### src/rtl/mlk_pkg.sv
package mlk_pkg;

    typedef enum logic [1:0] {
        OP_ENTER   = 2'd0,
        OP_EXIT    = 2'd1,
        OP_REENTER = 2'd2,
        OP_BAD     = 2'd3
    } op_e;

    typedef enum logic [2:0] {
        ST_IDLE  = 3'd0,
        ST_FLAG  = 3'd1,
        ST_LRD   = 3'd2,
        ST_LWR   = 3'd3,
        ST_RESP  = 3'd4
    } state_e;

    typedef struct packed {
        logic       trap;
        logic [1:0] depth;
        logic [1:0] nops;
    } outcome_t;

    localparam logic [1:0] NOPS_NONE    = 2'd0;
    localparam logic [1:0] NOPS_LOCK    = 2'd1;
    localparam logic [1:0] NOPS_REENTER = 2'd2;

    function automatic logic acquires(input op_e op);
        return (op == OP_ENTER) || (op == OP_REENTER);
    endfunction

    function automatic outcome_t trap_with(input logic [1:0] n);
        outcome_t o;
        o.trap  = 1'b1;
        o.depth = 2'd0;
        o.nops  = n;
        return o;
    endfunction

endpackage

### src/rtl/mlk_judge.sv
module mlk_judge
    import mlk_pkg::*;
#(
    parameter int DW = 16
) (
    input  op_e           op_i,
    input  logic [DW-1:0] word_i,
    output logic          fast_o,
    output logic [DW-1:0] word_o,
    output logic [1:0]    depth_o
);
    localparam logic [DW-1:0] FREE_WORD = {1'b1, {(DW-1){1'b0}}};
    localparam logic [DW-1:0] HELD_WORD = '0;

    always_comb begin
        fast_o  = 1'b0;
        word_o  = word_i;
        depth_o = 2'd0;
        if (acquires(op_i)) begin
            fast_o  = (word_i == FREE_WORD);
            word_o  = HELD_WORD;
            depth_o = 2'd1;
        end else if (op_i == OP_EXIT) begin
            fast_o  = (word_i == HELD_WORD);
            word_o  = FREE_WORD;
            depth_o = 2'd0;
        end
    end
endmodule

### src/rtl/mlk_seq.sv
module mlk_seq
    import mlk_pkg::*;
#(
    parameter int              AW        = 16,
    parameter int              DW        = 16,
    parameter logic [AW-1:0]   HARD_ADDR = '1
) (
    input  logic          clk,
    input  logic          rst,
    input  logic          req_valid,
    input  op_e           req_op,
    input  logic [AW-1:0] req_addr,
    output op_e           op_q,
    input  logic          j_fast,
    input  logic [DW-1:0] j_word,
    input  logic [1:0]    j_depth,
    output logic          busy,
    output logic          done,
    output logic          trap,
    output logic [1:0]    res_depth,
    output logic [1:0]    trap_nops,
    output logic          mem_req,
    output logic          mem_we,
    output logic          mem_lock,
    output logic [AW-1:0] mem_addr,
    output logic [DW-1:0] mem_wdata,
    input  logic [DW-1:0] mem_rdata,
    input  logic          mem_ack
);
    state_e        state;
    logic [AW-1:0] addr_q;
    logic [DW-1:0] wdata_q;
    outcome_t      res_q;
    logic          finishing;

    always_ff @(posedge clk) begin
        if (rst) begin
            state   <= ST_IDLE;
            op_q    <= OP_ENTER;
            addr_q  <= '0;
            wdata_q <= '0;
            res_q   <= '0;
        end else begin
            unique case (state)
                ST_IDLE: begin
                    if (req_valid) begin
                        op_q   <= req_op;
                        addr_q <= req_addr;
                        if (req_op == OP_BAD) begin
                            res_q <= trap_with(NOPS_NONE);
                            state <= ST_RESP;
                        end else if (req_op == OP_REENTER) begin
                            state <= ST_FLAG;
                        end else begin
                            state <= ST_LRD;
                        end
                    end
                end
                ST_FLAG: begin
                    if (mem_ack) begin
                        if (mem_rdata != '0) begin
                            res_q <= trap_with(NOPS_REENTER);
                            state <= ST_RESP;
                        end else begin
                            state <= ST_LRD;
                        end
                    end
                end
                ST_LRD: begin
                    if (mem_ack) begin
                        if (j_fast) begin
                            wdata_q     <= j_word;
                            res_q.trap  <= 1'b0;
                            res_q.depth <= j_depth;
                            res_q.nops  <= NOPS_NONE;
                            state       <= ST_LWR;
                        end else begin
                            res_q <= trap_with(NOPS_LOCK);
                            state <= ST_RESP;
                        end
                    end
                end
                ST_LWR: begin
                    if (mem_ack) begin
                        state <= ST_RESP;
                    end
                end
                ST_RESP: begin
                    state <= ST_IDLE;
                end
                default: state <= ST_IDLE;
            endcase
        end
    end

    assign finishing = (state == ST_RESP);
    assign busy      = (state != ST_IDLE);
    assign done      = finishing && !res_q.trap;
    assign trap      = finishing && res_q.trap;
    assign res_depth = finishing ? res_q.depth : 2'd0;
    assign trap_nops = finishing ? res_q.nops  : 2'd0;

    assign mem_req   = (state == ST_FLAG) || (state == ST_LRD) || (state == ST_LWR);
    assign mem_we    = (state == ST_LWR);
    assign mem_lock  = (state == ST_LRD) || (state == ST_LWR);
    assign mem_addr  = (state == ST_FLAG) ? HARD_ADDR : addr_q;
    assign mem_wdata = wdata_q;
endmodule

### src/rtl/mlk_fastpath.sv
module mlk_fastpath
    import mlk_pkg::*;
#(
    parameter int            AW        = 16,
    parameter int            DW        = 16,
    parameter logic [AW-1:0] HARD_ADDR = 16'h000F
) (
    input  logic          clk,
    input  logic          rst,
    input  logic          req_valid,
    input  logic [1:0]    req_op,
    input  logic [AW-1:0] req_addr,
    output logic          busy,
    output logic          done,
    output logic          trap,
    output logic [1:0]    res_depth,
    output logic [1:0]    trap_nops,
    output logic          mem_req,
    output logic          mem_we,
    output logic          mem_lock,
    output logic [AW-1:0] mem_addr,
    output logic [DW-1:0] mem_wdata,
    input  logic [DW-1:0] mem_rdata,
    input  logic          mem_ack
);
    op_e           op_q;
    logic          j_fast;
    logic [DW-1:0] j_word;
    logic [1:0]    j_depth;

    mlk_judge #(.DW(DW)) u_judge (
        .op_i    (op_q),
        .word_i  (mem_rdata),
        .fast_o  (j_fast),
        .word_o  (j_word),
        .depth_o (j_depth)
    );

    mlk_seq #(.AW(AW), .DW(DW), .HARD_ADDR(HARD_ADDR)) u_seq (
        .clk       (clk),
        .rst       (rst),
        .req_valid (req_valid),
        .req_op    (op_e'(req_op)),
        .req_addr  (req_addr),
        .op_q      (op_q),
        .j_fast    (j_fast),
        .j_word    (j_word),
        .j_depth   (j_depth),
        .busy      (busy),
        .done      (done),
        .trap      (trap),
        .res_depth (res_depth),
        .trap_nops (trap_nops),
        .mem_req   (mem_req),
        .mem_we    (mem_we),
        .mem_lock  (mem_lock),
        .mem_addr  (mem_addr),
        .mem_wdata (mem_wdata),
        .mem_rdata (mem_rdata),
        .mem_ack   (mem_ack)
    );
endmodule

### config.mk
export PLATFORM = sky130hd
export DESIGN_NAME = mlk_fastpath
export DESIGN_NICKNAME = d
export VERILOG_FILES = /design/src/rtl/mlk_pkg.sv /design/src/rtl/mlk_judge.sv /design/src/rtl/mlk_seq.sv /design/src/rtl/mlk_fastpath.sv
export SDC_FILE = /design/constraint.sdc
export NUM_CORES = 1
export LEC_CHECK = 0
export BUFFER_PORTS_ARGS = -buffer_cell sky130_fd_sc_hd__buf_4
export CORE_ASPECT_RATIO = 0.7
export CORE_UTILIZATION = 46
export DETAILED_ROUTE_END_ITERATION = 6
export PLACE_DENSITY = 0.79
export SYNTH_ARGS = -nofsm -noshare
export SYNTH_HDL_FRONTEND = slang
export SYNTH_SLANG_ARGS = --single-unit
### constraint.sdc
create_clock -name clk -period 2.2 [get_ports clk]
set_input_delay 0.66 -clock clk [delete_from_list [all_inputs] [get_ports clk]]
set_output_delay 0.66 -clock clk [all_outputs]
set_load 0.05 [all_outputs]
After elaboration in Yosys (flattened, before gate mapping)
Index checks and enable logic that the tools add are counted.

Register bits after elaboration: 42. Logic and storage cells: 63. Output and inout bits: 42.

Reductions and logical operators: 17. Equal/unequal tests: 15. Mux-type cells: 24.

Operators by type and width (count): $mux 16 (3); $mux 5 (6); $mux 3 (7); $eq 16x16->1 const B (1); $logic_not 16->1 (1); $reduce_bool 16->1 (1); $pmux 5 s3 (1); $pmux 3 s4 (1); $eq 2x2->1 const B (3); $eq 3x2->1 const B (2); $mux 2 (3); $ne 2x1->1 const B (3); $ne 2x2->1 const B (3); $reduce_and 6->1 (1); $reduce_bool 3->1 (2); $logic_or 1x1->1 (4); $reduce_and 4->1 (1); $eq 3x1->1 const B (1); $eq 3x3->1 const B (1); $logic_not 3->1 (1); $mux 1 (3); $reduce_and 3->1 (1); $eq 2x1->1 const B (1); $logic_and 1x1->1 (2); 3 further kinds (3).

Logic depth before layout (Yosys ltp)
Depth in word-level cells: 6. Depth in mapped cells: 7.

Hierarchy
A second synthesis with hierarchy kept.

Cell total of the unflattened synthesis: 267. Area total of the unflattened synthesis: 2055.7 µm².

Modules (own cells, without submodules): mlk_seq (cells an instance 238, seq. area each 840.8 µm², area an instance 1871.8 µm², instances 1); mlk_judge (cells an instance 29, seq. area each 0.0 µm², area an instance 183.9 µm², instances 1).

Least setup slack after synthesis
OpenSTA, ideal clock, no wires.

Path type: reg2out. Start point: register u_seq.state[2]. End point: output port mem_we. Required time: 1540 ps. Stages on the path, launching flop included: 3. Arrival time: 1691 ps. Buffers on the path: 1. Path slack: -151 ps. Cells stage by stage: dfxtp_1 clkbuf_1 nor3b_1.

Cells in the longest elaborated chain, start to end: 1.

RTL lines: start: declaration (RTL line mlk_seq.sv:30) `state_e state;`; start signal: assignment (RTL line mlk_seq.sv:38) `state <= ST_IDLE;`; start signal: assignment (RTL line mlk_seq.sv:51) `state <= ST_RESP;`; start signal: assignment (RTL line mlk_seq.sv:53) `state <= ST_FLAG;`; $eq 3x2->1 (RTL line mlk_seq.sv:104) `assign mem_we = (state == ST_LWR);`; end: declaration (RTL line mlk_fastpath.sv:19) `output logic mem_we,`.

No other way between the ends.

Worst setup path after layout
Start point: register u_seq.state[0]. End point: output port mem_addr[2].

Cells in the longest elaborated chain, start to end: 2.

RTL lines: $eq 3x1->1 (RTL line mlk_seq.sv:106) `assign mem_addr = (state == ST_FLAG) ? HARD_ADDR : addr_q;`; $mux 16 (RTL line mlk_seq.sv:106); end: declaration (RTL line mlk_fastpath.sv:21) `output logic [AW-1:0] mem_addr,`.

No other way between the ends.

==> flow_metrics.py <==
metrics = {
    "run_status": {
        "outcome": "finished clean",
    },
    "power_and_ir_drop": {
        "clkPwrFrac": 0.272,
        "power_density_nw_per_um2": 680,
        "power_frac_seq": 0.474,
        "internal-power_uw": 1160,
        "finalPower_uw": 1690,
        "p_sw_uw": 534,
        "power_leakage_uw": 0.00116,
        "p_comb_frac": 0.254,
        "switching_share": 0.315,
        "irDropWorstVdd_uv": 617,
    },
    "sta": {
        "maxClockFrequency_ghz": 0.471,
        "clock-skew-final_ps": 3.99,
        "setup_viol": 0,
        "worstMarginPinSlew_ps": 581,
        "rsz0062_at_grt": "no",
        "slew_violations": 0,
        "timing.final.crit_period_ps": 2130,
        "tns_ps": 0,
        "relSlewSlack": 0.612,
        "hold_viol_final": 0,
        "period_share": 0.966,
        "fin_ws_ps": 74.8,
    },
    "synth": {
        "synth-seq-cells": 41,
        "synthesis.area_um2": 1760,
        "synthDistinctLibCells": 44,
        "synthFlopType": "dfxtp_1",
        "synth-edff-count": 0,
        "synth_nets": 247,
        "synth_cells": 209,
        "synth_async_sr_flop_share": 0,
        "syn_area_per_cell_um2": 8.42,
        "synthesis.yosys.warnings": 0,
        "yosysSeqAreaShare": 0.466,
    },
    "cts": {
        "cts-root-buf": "clkbuf_8",
        "cts_buffers": 5,
        "cts_setup_buffers": 0,
        "clockBufferDepth": 2,
        "clock_latency_ps": 280,
        "clkSinkCount": 41,
        "clk_pin_slew_ps": 70,
        "cts_tree": "yes",
        "ctsHtreeMaxLevel": 2,
    },
    "setup_path": {
        "crit_path_frequent_cell": "buf_4",
        "crit_chain": "nor3b_2 -> buf_4 -> or2_2 -> buf_4",
        "critPathMaxFanout": 12,
        "arrival_ps": 1470,
        "crit_path_start_kind": "flip-flop",
        "path_delay_family": "simple AND/OR/NAND/NOR gates",
        "end_kind": "primary output",
        "path_class": "flip-flop to primary output",
        "cpPeakStageDelay_ps": 380,
        "path_buf_inv": 2,
        "cp_data_required_time_ps": 1540,
        "crit_path_top_delay_cell": "dfxtp_4",
    },
    "detailed_routing": {
        "vias": 1663,
        "dr.pass1.iters": 4,
        "postRouteWirelength_mm": 4.00,
        "drc": 0,
        "postRouteAntennaNets": 0,
        "drt_iter0_drc": 68,
        "wire_per_inst_um": 11.8,
        "vias_per_cell": 4.91,
    },
    "cells_and_area": {
        "drive_gt1_frac": 0.374,
        "diodes": 0,
        "fin_util": 0.695,
        "final_cell_mix": "buf_4, nand2_1, dfxtp_1",
        "finalInstanceArea_um2": 2490,
        "final_common_cell": "buf_4",
        "area_growth_pct": 41.4,
        "nets": 326,
    },
    "floorplan": {
        "die_area_um2": 4080,
        "die_y_um": 53.8,
        "core-area_um2": 3580,
        "ios": 80,
        "start_util": 0.492,
        "row_count": 18,
        "die_w_um": 75.9,
    },
    "placement": {
        "portBuffers": 78,
        "gp_congestion": 0.901,
        "place_area_um2": 2400,
        "dp_slack_ps": 113,
        "place_hpwl_mm": 3.03,
    },
    "global_routing": {
        "grt_pass1_vias": 1396,
        "antenna_found_initial": 0,
        "grt_pass1_wl_mm": 6.48,
        "grt_usage": 0.208,
        "grt_max_degree": 29,
        "grt-ovfl-total": 0,
    },
    "min_path": {
        "hold_class": "flip-flop to flip-flop",
    },
    "job": {
        "cap_violations": 0,
    },
}
==> stage by stage <==
| step | hold slack (ps) | cells |
|---|---|---|
| 2_1_floorplan | 432 | 209 |
| 3_3_place_gp | 437 | 331 |
| 3_5_place_dp | 442 | 331 |
| 4_1_cts | 453 | 339 |
| 5_1_grt | 474 | 339 |
| 6_report | 451 | 339 |
==> cell type report <==
type / count / area (µm²)
sequential: 41 / 827
inverter: 8 / 30.0
clock inverter: 3 / 17.5
timing repair buffer: 85 / 638
clock buffer: 5 / 68.8
multi-input combinational: 147 / 846
fill: 302 / 1090
tap: 50 / 62.6
==> state kept, by name, summed over array words and instances (netlist names) <==
name	count
u_seq.state	3
u_seq.addr_q	16
u_seq.op_q	2
u_seq.res_q	4
u_seq.mem_wdata	16
==> synthesized netlist by cell type (all sizes together), types with 4 or more instances <==
master | count | share of area
dfxtp | 41 | 0.47
nor2b | 11 | 0.039
a21oi | 20 | 0.059
a211oi | 4 | 0.017
or2 | 5 | 0.018
clkbuf | 5 | 0.011
inv | 8 | 0.017
o21ai | 4 | 0.011
buf | 8 | 0.028
and2 | 17 | 0.060
nand2 | 39 | 0.083
nor2 | 8 | 0.018
and2b | 4 | 0.017
==> kinds of logic (layout without fill, tap and decap cells) <==
family	Yosys count	after routing	share of synthesized area
other	1	1	0.00213
flip-flops	41	41	0.466
AO/OA/AOI/OAI	39	39	0.145
XOR/XNOR	1	1	0.00498
AND/OR/NAND/NOR	104	104	0.313
multiplexers	2	2	0.0121
buffers and inverters	21	101	0.0561
==> layer usage <==
metal	up-vias	track usage	part of all wire
met2	55	0.324	0.43
met5	-	0	0
met1	753	0.281	0.49
met4	0	0.0481	0.0045
li1	853	-	-
met3	2	0.0712	0.073
==> timing repair <==
| action | CTS | global route |
|---|---|---|
| gates cloned | 0 | 0 |
| gates resized for setup | 2 | 2 |
| hold endpoints to repair | 0 | 0 |
| endpoints found under the setup margin | 8 | 6 |
| hold buffers | 0 | 0 |
==> worst paths after layout <==
| check | startpoint | endpoint | slack, ps | depth (start not counted) |
|---|---|---|---|---|
| worst max-delay path | u_seq.state[0]$_SDFFE_PP0P_ | mem_addr[2] | 70 | 4 |
| worst min-delay path | u_seq.addr_q[9]$_SDFFE_PP0P_ | u_seq.addr_q[9]$_SDFFE_PP0P_ | 450 | 2 |
| worst max register to register | u_seq.state[2]$_SDFFE_PP0P_ | u_seq.mem_wdata[4]$_SDFFE_PP0P_ | 410 | 5 |
| worst min register to register | u_seq.addr_q[9]$_SDFFE_PP0P_ | u_seq.addr_q[9]$_SDFFE_PP0P_ | 450 | 2 |
==> worst min-delay path: cells and delay by family (launching register included) <==
kind               cells  cell delay [ps]
and+or+nand+nor        1               50
DFF                    1              310
AOI/OAI and AO/OA      1               50
==> power groups by stage <==
stage          Clock (µW)  Combinational [µW]  Sequential [µW]
2_1_floorplan           0                 294              808
3_3_place_gp            0                 428              817
3_5_place_dp            0                 432              819
4_1_cts               479                 432              802
5_1_grt               521                 466              807
6_report              460                 430              802
No activity file was read; power rests on OpenSTA's default activity.
